**config.mk**
```make
export PLATFORM = sky130hd
export DESIGN_NAME = wdog_core
export DESIGN_NICKNAME = d
export VERILOG_FILES = /design/src/rtl/wdog_pkg.sv /design/src/rtl/wdog_prescale.sv /design/src/rtl/wdog_countdown.sv /design/src/rtl/wdog_action.sv /design/src/rtl/wdog_regs.sv /design/src/rtl/wdog_core.sv
export SDC_FILE = /design/constraint.sdc
export NUM_CORES = 1
export LEC_CHECK = 0
export BUFFER_PORTS_ARGS = -buffer_cell sky130_fd_sc_hd__clkbuf_2
export CORE_MARGIN = 2
export CORE_UTILIZATION = 50
export DETAILED_ROUTE_END_ITERATION = 16
export PLACE_DENSITY_LB_ADDON = 0.1
export SYNTH_ARGS = -nofsm -noshare
export SYNTH_HDL_FRONTEND = slang
export SYNTH_HIERARCHICAL = 1
export SYNTH_SLANG_ARGS = --single-unit
```
**constraint.sdc**
```tcl
create_clock -name clk -period 2.7 [get_ports clk]
set_input_delay 0.54 -clock clk [delete_from_list [all_inputs] [get_ports clk]]
set_output_delay 0.54 -clock clk [all_outputs]
set_load 0.05 [all_outputs]
```
**src/rtl/wdog_pkg.sv**
```systemverilog
package wdog_pkg;
  localparam int DATA_W     = 32;
  localparam int CNT_W      = 10;
  localparam int CNT_RD_LSB = 16;

  // control word field positions (decoded by software)
  localparam int BIT_RUN   = 0;
  localparam int BIT_FIRED = 1;
  localparam int BIT_MODE  = 2;
  localparam int BIT_OFF   = 3;
  localparam int BIT_KICK  = 7;

  typedef enum logic {
    ACT_RESET    = 1'b0,
    ACT_POWEROFF = 1'b1
  } act_e;
endpackage

```
**src/rtl/wdog_prescale.sv**
```systemverilog
module wdog_prescale #(
  parameter int TICKS_PER_SEC = 50_000_000
) (
  input  logic clk,
  input  logic rst_n,
  input  logic run_i,
  input  logic kick_i,
  output logic tick_o
);
  localparam int PRE_W = (TICKS_PER_SEC > 1) ? $clog2(TICKS_PER_SEC) : 1;
  localparam logic [PRE_W-1:0] LAST = PRE_W'(TICKS_PER_SEC - 1);

  logic [PRE_W-1:0] pre_q, pre_d;
  logic             at_last;

  assign at_last = (pre_q == LAST);
  assign tick_o  = run_i && at_last && !kick_i;

  always_comb begin
    pre_d = pre_q;
    if (kick_i || !run_i) begin
      pre_d = '0;
    end else if (at_last) begin
      pre_d = '0;
    end else begin
      pre_d = pre_q + 1'b1;
    end
  end

  always_ff @(posedge clk or negedge rst_n) begin
    if (!rst_n) begin
      pre_q <= '0;
    end else begin
      pre_q <= pre_d;
    end
  end

  // the prescaler never passes its terminal value
  a_r4_pre_bounded: assert property (@(posedge clk) disable iff (!rst_n)
    pre_q <= LAST);

  // the prescaler stays cleared while stopped
  a_r4_pre_idle: assert property (@(posedge clk) disable iff (!rst_n)
    !run_i |=> pre_q == '0);
endmodule

```
**src/rtl/wdog_countdown.sv**
```systemverilog
module wdog_countdown
  import wdog_pkg::*;
#(
  parameter int DEF_TIMEOUT = 60
) (
  input  logic             clk,
  input  logic             rst_n,
  input  logic             run_i,
  input  logic             tick_i,
  input  logic             kick_i,
  input  logic [CNT_W-1:0] reload_i,
  output logic [CNT_W-1:0] count_o,
  output logic             expire_o
);
  localparam logic [CNT_W-1:0] CNT_INIT = CNT_W'(DEF_TIMEOUT);

  logic [CNT_W-1:0] cnt_q, cnt_d;
  logic             step;
  logic             last_sec;

  assign step     = run_i && tick_i;
  assign last_sec = (cnt_q <= CNT_W'(1));
  assign expire_o = step && last_sec;
  assign count_o  = cnt_q;

  always_comb begin
    cnt_d = cnt_q;
    if (kick_i) begin
      cnt_d = reload_i;
    end else if (step) begin
      cnt_d = last_sec ? '0 : cnt_q - 1'b1;
    end
  end

  always_ff @(posedge clk or negedge rst_n) begin
    if (!rst_n) begin
      cnt_q <= CNT_INIT;
    end else begin
      cnt_q <= cnt_d;
    end
  end

  // a restart loads the reload value
  a_r3_kick_load: assert property (@(posedge clk) disable iff (!rst_n)
    kick_i |=> cnt_q == $past(reload_i));

  // stopped count stays put
  a_r4_frozen: assert property (@(posedge clk) disable iff (!rst_n)
    (!run_i && !kick_i) |=> $stable(cnt_q));

  // one step per tick
  a_r4_step: assert property (@(posedge clk) disable iff (!rst_n)
    (step && !kick_i && cnt_q > CNT_W'(1)) |=> cnt_q == $past(cnt_q) - 1'b1);

  // expiry leaves the count at zero
  a_r6_zero_after: assert property (@(posedge clk) disable iff (!rst_n)
    expire_o |=> cnt_q == '0);
endmodule

```
**src/rtl/wdog_action.sv**
```systemverilog
module wdog_action
  import wdog_pkg::*;
#(
  parameter int HOLD_CYCLES = 16
) (
  input  logic clk,
  input  logic rst_n,
  input  logic expire_i,
  input  act_e mode_i,
  output logic sys_rst_req_o,
  output logic pwr_off_req_o
);
  localparam int HOLD_W = $clog2(HOLD_CYCLES + 1);
  localparam int CHK_W  = $clog2(HOLD_CYCLES + 2);

  logic [HOLD_W-1:0] hold_q, hold_d;
  act_e              sel_q, sel_d;
  logic              req_any;

  assign req_any       = (hold_q != '0);
  assign sys_rst_req_o = req_any && (sel_q == ACT_RESET);
  assign pwr_off_req_o = req_any && (sel_q == ACT_POWEROFF);

  always_comb begin
    hold_d = hold_q;
    sel_d  = sel_q;
    if (expire_i) begin
      hold_d = HOLD_W'(HOLD_CYCLES);
      sel_d  = mode_i;
    end else if (req_any) begin
      hold_d = hold_q - 1'b1;
    end
  end

  always_ff @(posedge clk or negedge rst_n) begin
    if (!rst_n) begin
      hold_q <= '0;
      sel_q  <= ACT_RESET;
    end else begin
      hold_q <= hold_d;
      if (expire_i) begin
        sel_q <= sel_d;
      end
    end
  end

  // checker: length of the current request pulse
  logic [CHK_W-1:0] chk_len_q;
  always_ff @(posedge clk or negedge rst_n) begin
    if (!rst_n) begin
      chk_len_q <= '0;
    end else if (expire_i) begin
      chk_len_q <= CHK_W'(1);
    end else if (req_any) begin
      chk_len_q <= chk_len_q + 1'b1;
    end else begin
      chk_len_q <= '0;
    end
  end

  // a request pulse lasts the programmed hold length
  a_r6_hold_len: assert property (@(posedge clk) disable iff (!rst_n)
    $fell(req_any) |-> $past(chk_len_q) == CHK_W'(HOLD_CYCLES));

  // expiry raises a request on the next cycle
  a_r6_req_rise: assert property (@(posedge clk) disable iff (!rst_n)
    expire_i |=> (sys_rst_req_o || pwr_off_req_o));

  // never both request lines at once
  a_r7_one_req: assert property (@(posedge clk) disable iff (!rst_n)
    !(sys_rst_req_o && pwr_off_req_o));

  // requested line follows the mode in force at expiry
  a_r7_mode_sel: assert property (@(posedge clk) disable iff (!rst_n)
    expire_i |=> (pwr_off_req_o == ($past(mode_i) == ACT_POWEROFF)));
endmodule

```
**src/rtl/wdog_regs.sv**
```systemverilog
module wdog_regs
  import wdog_pkg::*;
#(
  parameter int DEF_TIMEOUT = 60
) (
  input  logic              clk,
  input  logic              rst_n,
  input  logic              bus_req,
  input  logic              bus_we,
  input  logic [2:0]        bus_addr,
  input  logic [DATA_W-1:0] bus_wdata,
  output logic [DATA_W-1:0] bus_rdata,
  output logic              bus_rvalid,
  input  logic [CNT_W-1:0]  count_i,
  input  logic              expire_i,
  output logic              run_o,
  output act_e              mode_o,
  output logic [CNT_W-1:0]  reload_o,
  output logic              kick_o
);
  localparam logic [CNT_W-1:0] RELOAD_INIT = CNT_W'(DEF_TIMEOUT);
  localparam int HI_PAD  = DATA_W - CNT_RD_LSB - CNT_W;
  localparam int MID_PAD = CNT_RD_LSB - CNT_W;

  logic              run_q, run_d;
  logic              fired_q, fired_d;
  act_e              mode_q, mode_d;
  logic [CNT_W-1:0]  reload_q, reload_d;
  logic [DATA_W-1:0] rdata_q, rdata_d;
  logic              rvalid_q;
  logic              wr_ctrl, wr_cnt, rd_any;
  logic              ctrl_en, fired_en;
  logic [DATA_W-1:0] ctrl_word, cnt_word;
  logic              unused_bits;

  assign unused_bits = ^{bus_wdata[DATA_W-1:BIT_KICK+1], bus_wdata[6:4],
                         bus_wdata[BIT_OFF], bus_addr[1:0]};

  assign wr_ctrl = bus_req && bus_we && !bus_addr[2];
  assign wr_cnt  = bus_req && bus_we &&  bus_addr[2];
  assign rd_any  = bus_req && !bus_we;
  assign kick_o  = wr_ctrl && bus_wdata[BIT_KICK];

  assign ctrl_en  = wr_ctrl || expire_i;
  assign fired_en = (wr_ctrl && bus_wdata[BIT_FIRED]) || expire_i;

  always_comb begin
    ctrl_word            = '0;
    ctrl_word[BIT_RUN]   = run_q;
    ctrl_word[BIT_FIRED] = fired_q;
    ctrl_word[BIT_MODE]  = (mode_q == ACT_POWEROFF);
    ctrl_word[BIT_OFF]   = !run_q;
    cnt_word = {{HI_PAD{1'b0}}, count_i, {MID_PAD{1'b0}}, reload_q};
  end

  always_comb begin
    run_d    = run_q;
    mode_d   = mode_q;
    fired_d  = fired_q;
    reload_d = reload_q;
    if (wr_ctrl) begin
      run_d  = bus_wdata[BIT_RUN];
      mode_d = bus_wdata[BIT_MODE] ? ACT_POWEROFF : ACT_RESET;
      if (bus_wdata[BIT_FIRED]) begin
        fired_d = 1'b0;
      end
    end
    if (expire_i) begin
      run_d   = 1'b0;
      fired_d = 1'b1;
    end
    if (wr_cnt) begin
      reload_d = (bus_wdata[CNT_W-1:0] == '0) ? CNT_W'(1) : bus_wdata[CNT_W-1:0];
    end
    rdata_d = '0;
    if (rd_any) begin
      rdata_d = bus_addr[2] ? cnt_word : ctrl_word;
    end
  end

  always_ff @(posedge clk or negedge rst_n) begin
    if (!rst_n) begin
      run_q    <= 1'b0;
      mode_q   <= ACT_RESET;
      fired_q  <= 1'b0;
      reload_q <= RELOAD_INIT;
      rdata_q  <= '0;
      rvalid_q <= 1'b0;
    end else begin
      if (ctrl_en) begin
        run_q  <= run_d;
        mode_q <= mode_d;
      end
      if (fired_en) begin
        fired_q <= fired_d;
      end
      if (wr_cnt) begin
        reload_q <= reload_d;
      end
      rdata_q  <= rdata_d;
      rvalid_q <= rd_any;
    end
  end

  assign run_o      = run_q;
  assign mode_o     = mode_q;
  assign reload_o   = reload_q;
  assign bus_rdata  = rdata_q;
  assign bus_rvalid = rvalid_q;

  // flag holds unless cleared by a write of 1
  a_r8_fired_sticky: assert property (@(posedge clk) disable iff (!rst_n)
    (fired_q && !(wr_ctrl && bus_wdata[BIT_FIRED])) |=> fired_q);

  // expiry sets the flag
  a_r8_fired_set: assert property (@(posedge clk) disable iff (!rst_n)
    expire_i |=> fired_q);

  // expiry stops the timer
  a_r6_run_drops: assert property (@(posedge clk) disable iff (!rst_n)
    expire_i |=> !run_q);

  // every read gets exactly one response
  a_r9_read_resp: assert property (@(posedge clk) disable iff (!rst_n)
    rd_any |=> bus_rvalid);

  a_r9_no_write_resp: assert property (@(posedge clk) disable iff (!rst_n)
    (bus_req && bus_we) |=> !bus_rvalid);

  // the reload value is never zero
  a_r5_reload_nonzero: assert property (@(posedge clk) disable iff (!rst_n)
    reload_q != '0);
endmodule

```
**src/rtl/wdog_core.sv**
```systemverilog
module wdog_core
  import wdog_pkg::*;
#(
  parameter int TICKS_PER_SEC = 50_000_000,
  parameter int DEF_TIMEOUT   = 60,
  parameter int HOLD_CYCLES   = 16
) (
  input  logic        clk,
  input  logic        rst_n,
  input  logic        bus_req,
  input  logic        bus_we,
  input  logic [2:0]  bus_addr,
  input  logic [31:0] bus_wdata,
  output logic [31:0] bus_rdata,
  output logic        bus_rvalid,
  output logic        sys_rst_req,
  output logic        pwr_off_req
);
  logic [1:0]       rst_sync_q;
  logic             rst_n_int;
  logic             run, kick, tick, expire;
  act_e             mode;
  logic [CNT_W-1:0] reload, count;

  // asynchronous assert, synchronous release
  always_ff @(posedge clk or negedge rst_n) begin
    if (!rst_n) begin
      rst_sync_q <= 2'b00;
    end else begin
      rst_sync_q <= {rst_sync_q[0], 1'b1};
    end
  end
  assign rst_n_int = rst_sync_q[1];

  wdog_regs #(.DEF_TIMEOUT(DEF_TIMEOUT)) u_regs (
    .clk        (clk),
    .rst_n      (rst_n_int),
    .bus_req    (bus_req),
    .bus_we     (bus_we),
    .bus_addr   (bus_addr),
    .bus_wdata  (bus_wdata),
    .bus_rdata  (bus_rdata),
    .bus_rvalid (bus_rvalid),
    .count_i    (count),
    .expire_i   (expire),
    .run_o      (run),
    .mode_o     (mode),
    .reload_o   (reload),
    .kick_o     (kick)
  );

  wdog_prescale #(.TICKS_PER_SEC(TICKS_PER_SEC)) u_prescale (
    .clk    (clk),
    .rst_n  (rst_n_int),
    .run_i  (run),
    .kick_i (kick),
    .tick_o (tick)
  );

  wdog_countdown #(.DEF_TIMEOUT(DEF_TIMEOUT)) u_countdown (
    .clk      (clk),
    .rst_n    (rst_n_int),
    .run_i    (run),
    .tick_i   (tick),
    .kick_i   (kick),
    .reload_i (reload),
    .count_o  (count),
    .expire_o (expire)
  );

  wdog_action #(.HOLD_CYCLES(HOLD_CYCLES)) u_action (
    .clk           (clk),
    .rst_n         (rst_n_int),
    .expire_i      (expire),
    .mode_i        (mode),
    .sys_rst_req_o (sys_rst_req),
    .pwr_off_req_o (pwr_off_req)
  );
endmodule

```
==> Yosys cells after proc, flatten, opt, wreduce, memory -nomap -nowiden <==
Cells that the tools add are included.
W data, S select, Z words.
{ "word_totals": {"ff_bits": 90, "latchBits": 0, "out_inout_bits": 35, "n_memories": 0, "input_bits": 39, "romBits": 0, "ramBits": 0} }
{ "op_classes": {"n_mul": 0, "n_bitwise": 1, "div_mod_pow": 0, "n_eq_ne": 1, "order_cmp": 1, "addsub": 3, "mux": 16, "shift": 0, "n_reduce_logical": 28} }
{ "op_table": {"columns": ["op", "n"], "rows": [
  ["$mux W26", 3],
  ["$mux W10", 4],
  ["$mux W32", 1],
  ["$add A26 B1 Y26 const B", 1],
  ["$eq A26 B26 Y1 const B", 1],
  ["$logic_and A1 B1 Y1", 12],
  ["$le A10 B1 Y1 const B", 1],
  ["$logic_not A10 Y1", 1],
  ["$mux W5", 2],
  ["$sub A10 B1 Y10 const B", 1],
  ["$reduce_bool A2 Y1", 4],
  ["$mux W1", 6],
  ["$reduce_bool A5 Y1", 1],
  ["$sub A5 B1 Y5 const B", 1],
  ["$logic_not A1 Y1", 4],
  ["$reduce_and A2 Y1", 2],
  ["$logic_or A1 B1 Y1", 3],
  ["$reduce_and A3 Y1", 1],
  ["$not A1 Y1", 1]
]} }

==> Logic depth before layout (Yosys ltp) <==
{ "depth": {"word_depth": 9, "ltp_mapped": 10} }

==> By module <==
Netlist, hierarchy kept.
{ "by_module_without_submodules": {"columns": ["mod", "cells_per_inst", "seq_area_each_um2", "area_per_inst_um2", "instances"], "rows": [
  ["wdog_prescale", 150, 650.6, 1393.8, 1],
  ["wdog_regs", 102, 855.8, 1370.1, 1],
  ["wdog_countdown", 68, 255.2, 665.6, 1],
  ["wdog_action", 29, 150.1, 310.3, 1],
  ["wdog_core", 3, 50.0, 53.8, 1]
]} }

==> Worst setup path after synthesis <==
Ideal clock, no wire load.
{ "synth_path": {"path_type": "input-to-reg", "start": "input bus_addr[2]", "end": "register u_action.sel_q", "path_slack_ns": -0.237, "cell_stages": 9, "arrival_time_ns": 2.813, "path_buffers": 1, "path_cell_list": "buf_6 -> and3b_2 -> and2_2 -> inv_1 -> nand2_1 -> nor4_1 -> nand2_1 -> nor4_4 -> mux2_2"} }
{ "synth_between": {"elab_chain_cells": 7} }
{ "synth_rtl": {"columns": ["element", "line_no", "source"], "rows": [
  ["start: declaration", "wdog_core.sv:12", "input logic [2:0] bus_addr,"],
  ["$logic_not A1 Y1", "wdog_regs.sv:39", "assign wr_ctrl = bus_req && bus_we && !bus_addr[2];"],
  ["$logic_and A1 B1 Y1", "wdog_regs.sv:39", null],
  ["$logic_and A1 B1 Y1", "wdog_regs.sv:42", "assign kick_o = wr_ctrl && bus_wdata[BIT_KICK];"],
  ["via kick", "wdog_core.sv:21", "logic run, kick, tick, expire;"],
  ["$logic_not A1 Y1", "wdog_prescale.sv:17", "assign tick_o = run_i && at_last && !kick_i;"],
  ["$logic_and A1 B1 Y1", "wdog_prescale.sv:17", null],
  ["via tick", "wdog_core.sv:21", null],
  ["$logic_and A1 B1 Y1", "wdog_countdown.sv:21", "assign step = run_i && tick_i;"],
  ["$logic_and A1 B1 Y1", "wdog_countdown.sv:23", "assign expire_o = step && last_sec;"],
  ["via expire", "wdog_core.sv:21", null],
  ["end signal: assignment", "wdog_action.sv:42", "sel_q <= sel_d;"],
  ["end: declaration", "wdog_action.sv:17", "act_e sel_q, sel_d;"]
]} }
The timed path passes the listed nets, and every way through them passes these cells.
A chain may end at the register's enable or synchronous reset.

==> Worst setup path in the final report <==
{ "layout_path": {"start": "register u_action.hold_q[0]", "end": "output pwr_off_req"} }
{ "layout_between": {"elab_chain_cells": 2} }
{ "layout_rtl": {"columns": ["element", "line_no", "source"], "rows": [
  ["start: declaration", "wdog_action.sv:16", "logic [HOLD_W-1:0] hold_q, hold_d;"],
  ["start signal: assignment", "wdog_action.sv:40", "hold_q <= hold_d;"],
  ["$reduce_bool A5 Y1", "wdog_action.sv:20", "assign req_any = (hold_q != '0);"],
  ["$logic_and A1 B1 Y1", "wdog_action.sv:22", "assign pwr_off_req_o = req_any && (sel_q == ACT_POWEROFF);"],
  ["end: declaration", "wdog_core.sv:17", "output logic pwr_off_req"]
]} }
No other way between the ends.

==> impl_metrics.tcl <==
set metrics [dict create \
    io_pins 74 \
    timing_hold_violations_final 0 \
    timing.final.crit_share_pct 93.8 \
    reg2reg_from "u_prescale/pre_q[0]$_DFF_PN0_" \
    clk_latency_ns 0.36 \
    initial_core_util_pct 52.0 \
    p_leak_nw 1.92 \
    num_vias 2709 \
    postSynthCellCount 352 \
    firstDrtPassIters 4 \
    synth.distinct_cells 63 \
    fp.coreArea_um2 7290 \
    nets 446 \
    yosysWarnings 6 \
    cts_max_level 3 \
    clock.fmax_mhz 395 \
    routed_wl_um 7390 \
    status "finished clean" \
    critPathLaunchType "flip-flop" \
    ys_seq_elements 78 \
    async_flop_share_pct 100 \
    multiInputGateArea_um2 1680 \
    clock_skew_ns 0.00907 \
    drv_cap 0 \
    p_per_area_nw_per_um2 647 \
    post_synth_instance_area_um2 3790 \
    seq_area_frac_synth_pct 51.7 \
    cts.clk_slew.worst_paths_ns 0.08 \
    endpoint_kind "output pin" \
    peakVddDrop_mv 0.303 \
    cts_buffers 9 \
    relSlewSlack_pct 54.1 \
    fin_crit_ns 2.53 \
    num_antenna_cells 0 \
    n_fill_cell 661 \
    fin_tns_setup_ns 0 \
    grt_antenna_before_repair 0 \
    gp_congestion 0.854 \
    cts-root-buf "clkbuf_8" \
    synth_edf_count 0 \
    io_buffers 37 \
    r2r_end "u_countdown/count_o[9]$_DFFE_PN0P_" \
    drv_slew 0 \
    grt_pass1_vias 2519 \
    post_cts_resized 0 \
    crit_fanout 6 \
    ys.flop_type "dfrtp_1" \
    grt_pass1_wl_um 12400 \
    tightest_slew_ns 0.688 \
    route.detailed.drc 0 \
    grt_usage_pct 18.7 \
    cts_tree "done" \
    hpwl_um 5170 \
    routedWlPerCell_um 14.6 \
    p_total_mw 2.80 \
    row_count 31 \
    synth_area_per_cell_um2 10.8 \
    grt-ovfl-total 0 \
    cp.arrival_ns 1.99 \
    die_w_um 91.1 \
    hp-class "reg2async" \
    drt_iter0_drc 144 \
    syn2layout_area_growth_pct 14.2 \
    die_h_um 91.1 \
    fin_hold_ws_ns 0.317 \
    rsz0062_at_grt "no" \
    r2r_cells 9 \
    drive_gt1_share_pct 25.6 \
    cp.required_ns 2.16 \
    setup_viol 0 \
    r2r_slack_ns 0.28 \
    seqCellArea_um2 1960 \
    clkSinkCount 78 \
    grt_max_degree 48 \
    clockBufferDepth 2 \
    die-area_um2 8300 \
    crit_type "reg2out" \
    antenna_left 0 \
    vias_per_cell 5.35 \
]
==> what timing repair did <==
item                      in CTS  in global routing
setup buffers                  0                  0
hold buffers                   1                  0
hold endpoints to repair       2                  0
==> stage by stage <==
step,util [%],instance area [µm²],std cells,worst slack [ns]
after floorplan,-,3840,363,0.0214
after CTS,59.4,4330,506,0.155
after global placement,56.2,4100,489,0.184
after detailed placement,56.2,4100,489,0.169
final,59.4,4330,506,0.168
after global routing,59.4,4330,506,0.0306
==> state kept, by name, summed over array words and instances, names as in the netlist <==
name and count:
u_action/sel_q 1, u_regs/fired_q 1, u_regs/bus_rdata 20, u_regs/mode_o 1, u_prescale/pre_q 26, u_regs/bus_rvalid 1
rst_sync_q 2, u_action/hold_q 5, u_regs/reload_o 10, u_countdown/count_o 10, u_regs/run_o 1
==> power by group <==
part / internal [mW] / switching (mW) / leakage, nW
Sequential: 1.28 / 0.117 / 1.02
Clock: 0.546 / 0.431 / 0.102
Combinational: 0.159 / 0.266 / 0.801
==> layout make-up <==
cell class	instances	area share, %
tap	99	2.86
multi-input combinational	250	38.7
inverter	13	1.13
timing repair buffer	50	6.87
clock inverter	5	1.91
sequential	78	45.3
clock buffer	11	3.26
==> worst max-delay path by stage <==
| stage | end | cells past startpoint | from | slack [ns] |
|---|---|---|---|---|
| floorplan | u_action/sel_q$_DFFE_PN0P_ | 9 | bus_addr[2] | 0.02 |
| finish | pwr_off_req | 5 | u_action/hold_q[0]$_DFFE_PN0P_ | 0.17 |
| detailed placement | u_countdown/count_o[9]$_DFFE_PN0P_ | 11 | bus_req | 0.17 |
| CTS | pwr_off_req | 5 | u_action/hold_q[0]$_DFFE_PN0P_ | 0.16 |
| global placement | u_countdown/count_o[9]$_DFFE_PN0P_ | 11 | bus_req | 0.18 |
| global route | u_countdown/count_o[6]$_DFFE_PN0P_ | 9 | u_prescale/pre_q[0]$_DFF_PN0_ | 0.03 |
==> worst max-delay path, cell delays in order (launching register included) <==
cell and delay, ns:
dfrtp_1 0.40, inv_1 0.06, ha_1 0.22, or4b_4 0.54, and2_1 0.18, clkbuf_2 0.23
==> per-layer routing <==
metal	up-vias	track usage [%]	part of all wire, %
met1	1323	28.3	50
met5	-	0	0
met2	60	26.6	45
met3	6	2.99	3.8
li1	1320	-	-
met4	0	7.58	1.0
==> cells by family (layout without fill, tap and decap cells) <==
logic type      count (synthesis)  in the layout  synth area share (%)
mux                            15             15                  4.42
fa+ha+maj                       5              5                  1.65
simple gates                  150            150                  23.7
compound gates                 51             51                  9.27
xor+xnor                       16             16                  3.69
other cells                     2             13                 0.198
buf+inv                        35             79                  5.34
flops                          78             78                  51.7
==> synth_stat cells, types with 7 or more instances <==
| master | count | share of area [%] |
|---|---|---|
| nor2_1 | 28 | 2.8 |
| dfrtp_1 | 70 | 46 |
| or3_1 | 9 | 1.5 |
| inv_1 | 13 | 1.3 |
| o21ai_0 | 12 | 1.6 |
| a21oi_1 | 17 | 2.2 |
| mux2_2 | 10 | 3.0 |
| dfstp_2 | 8 | 5.5 |
| buf_4 | 12 | 2.4 |
| and2_1 | 19 | 3.1 |
| nor4_1 | 7 | 1.2 |
| nand2_1 | 24 | 2.4 |
| nand3_1 | 12 | 1.6 |
| xnor2_1 | 10 | 2.3 |
==> cells in the final DEF, fill, tap and decap left out, types with 2 or more instances in the layout <==
cell type,n
o311ai_0,2
buf_4,11
clkbuf_2,37
mux2_2,10
or4_1,6
and3_1,4
clkbuf_8,10
xor2_1,6
o21ai_0,12
and4_1,3
dfrtp_1,69
a21oi_1,17
nand3_1,12
o31ai_1,6
nand4b_1,2
inv_1,13
mux2i_1,4
nand4_1,6
conb_1,13
clkinvlp_4,3
nand3_2,2
xnor2_1,10
nand2_1,24
a21o_1,2
bufinv_16,2
nor3_1,5
nand3b_1,4
a22oi_1,2
or2_2,2
or3_1,9
nor2_1,28
dfstp_2,8
and2_1,19
ha_1,5
nor4_1,6
Power figures use the tool's default switching activity.
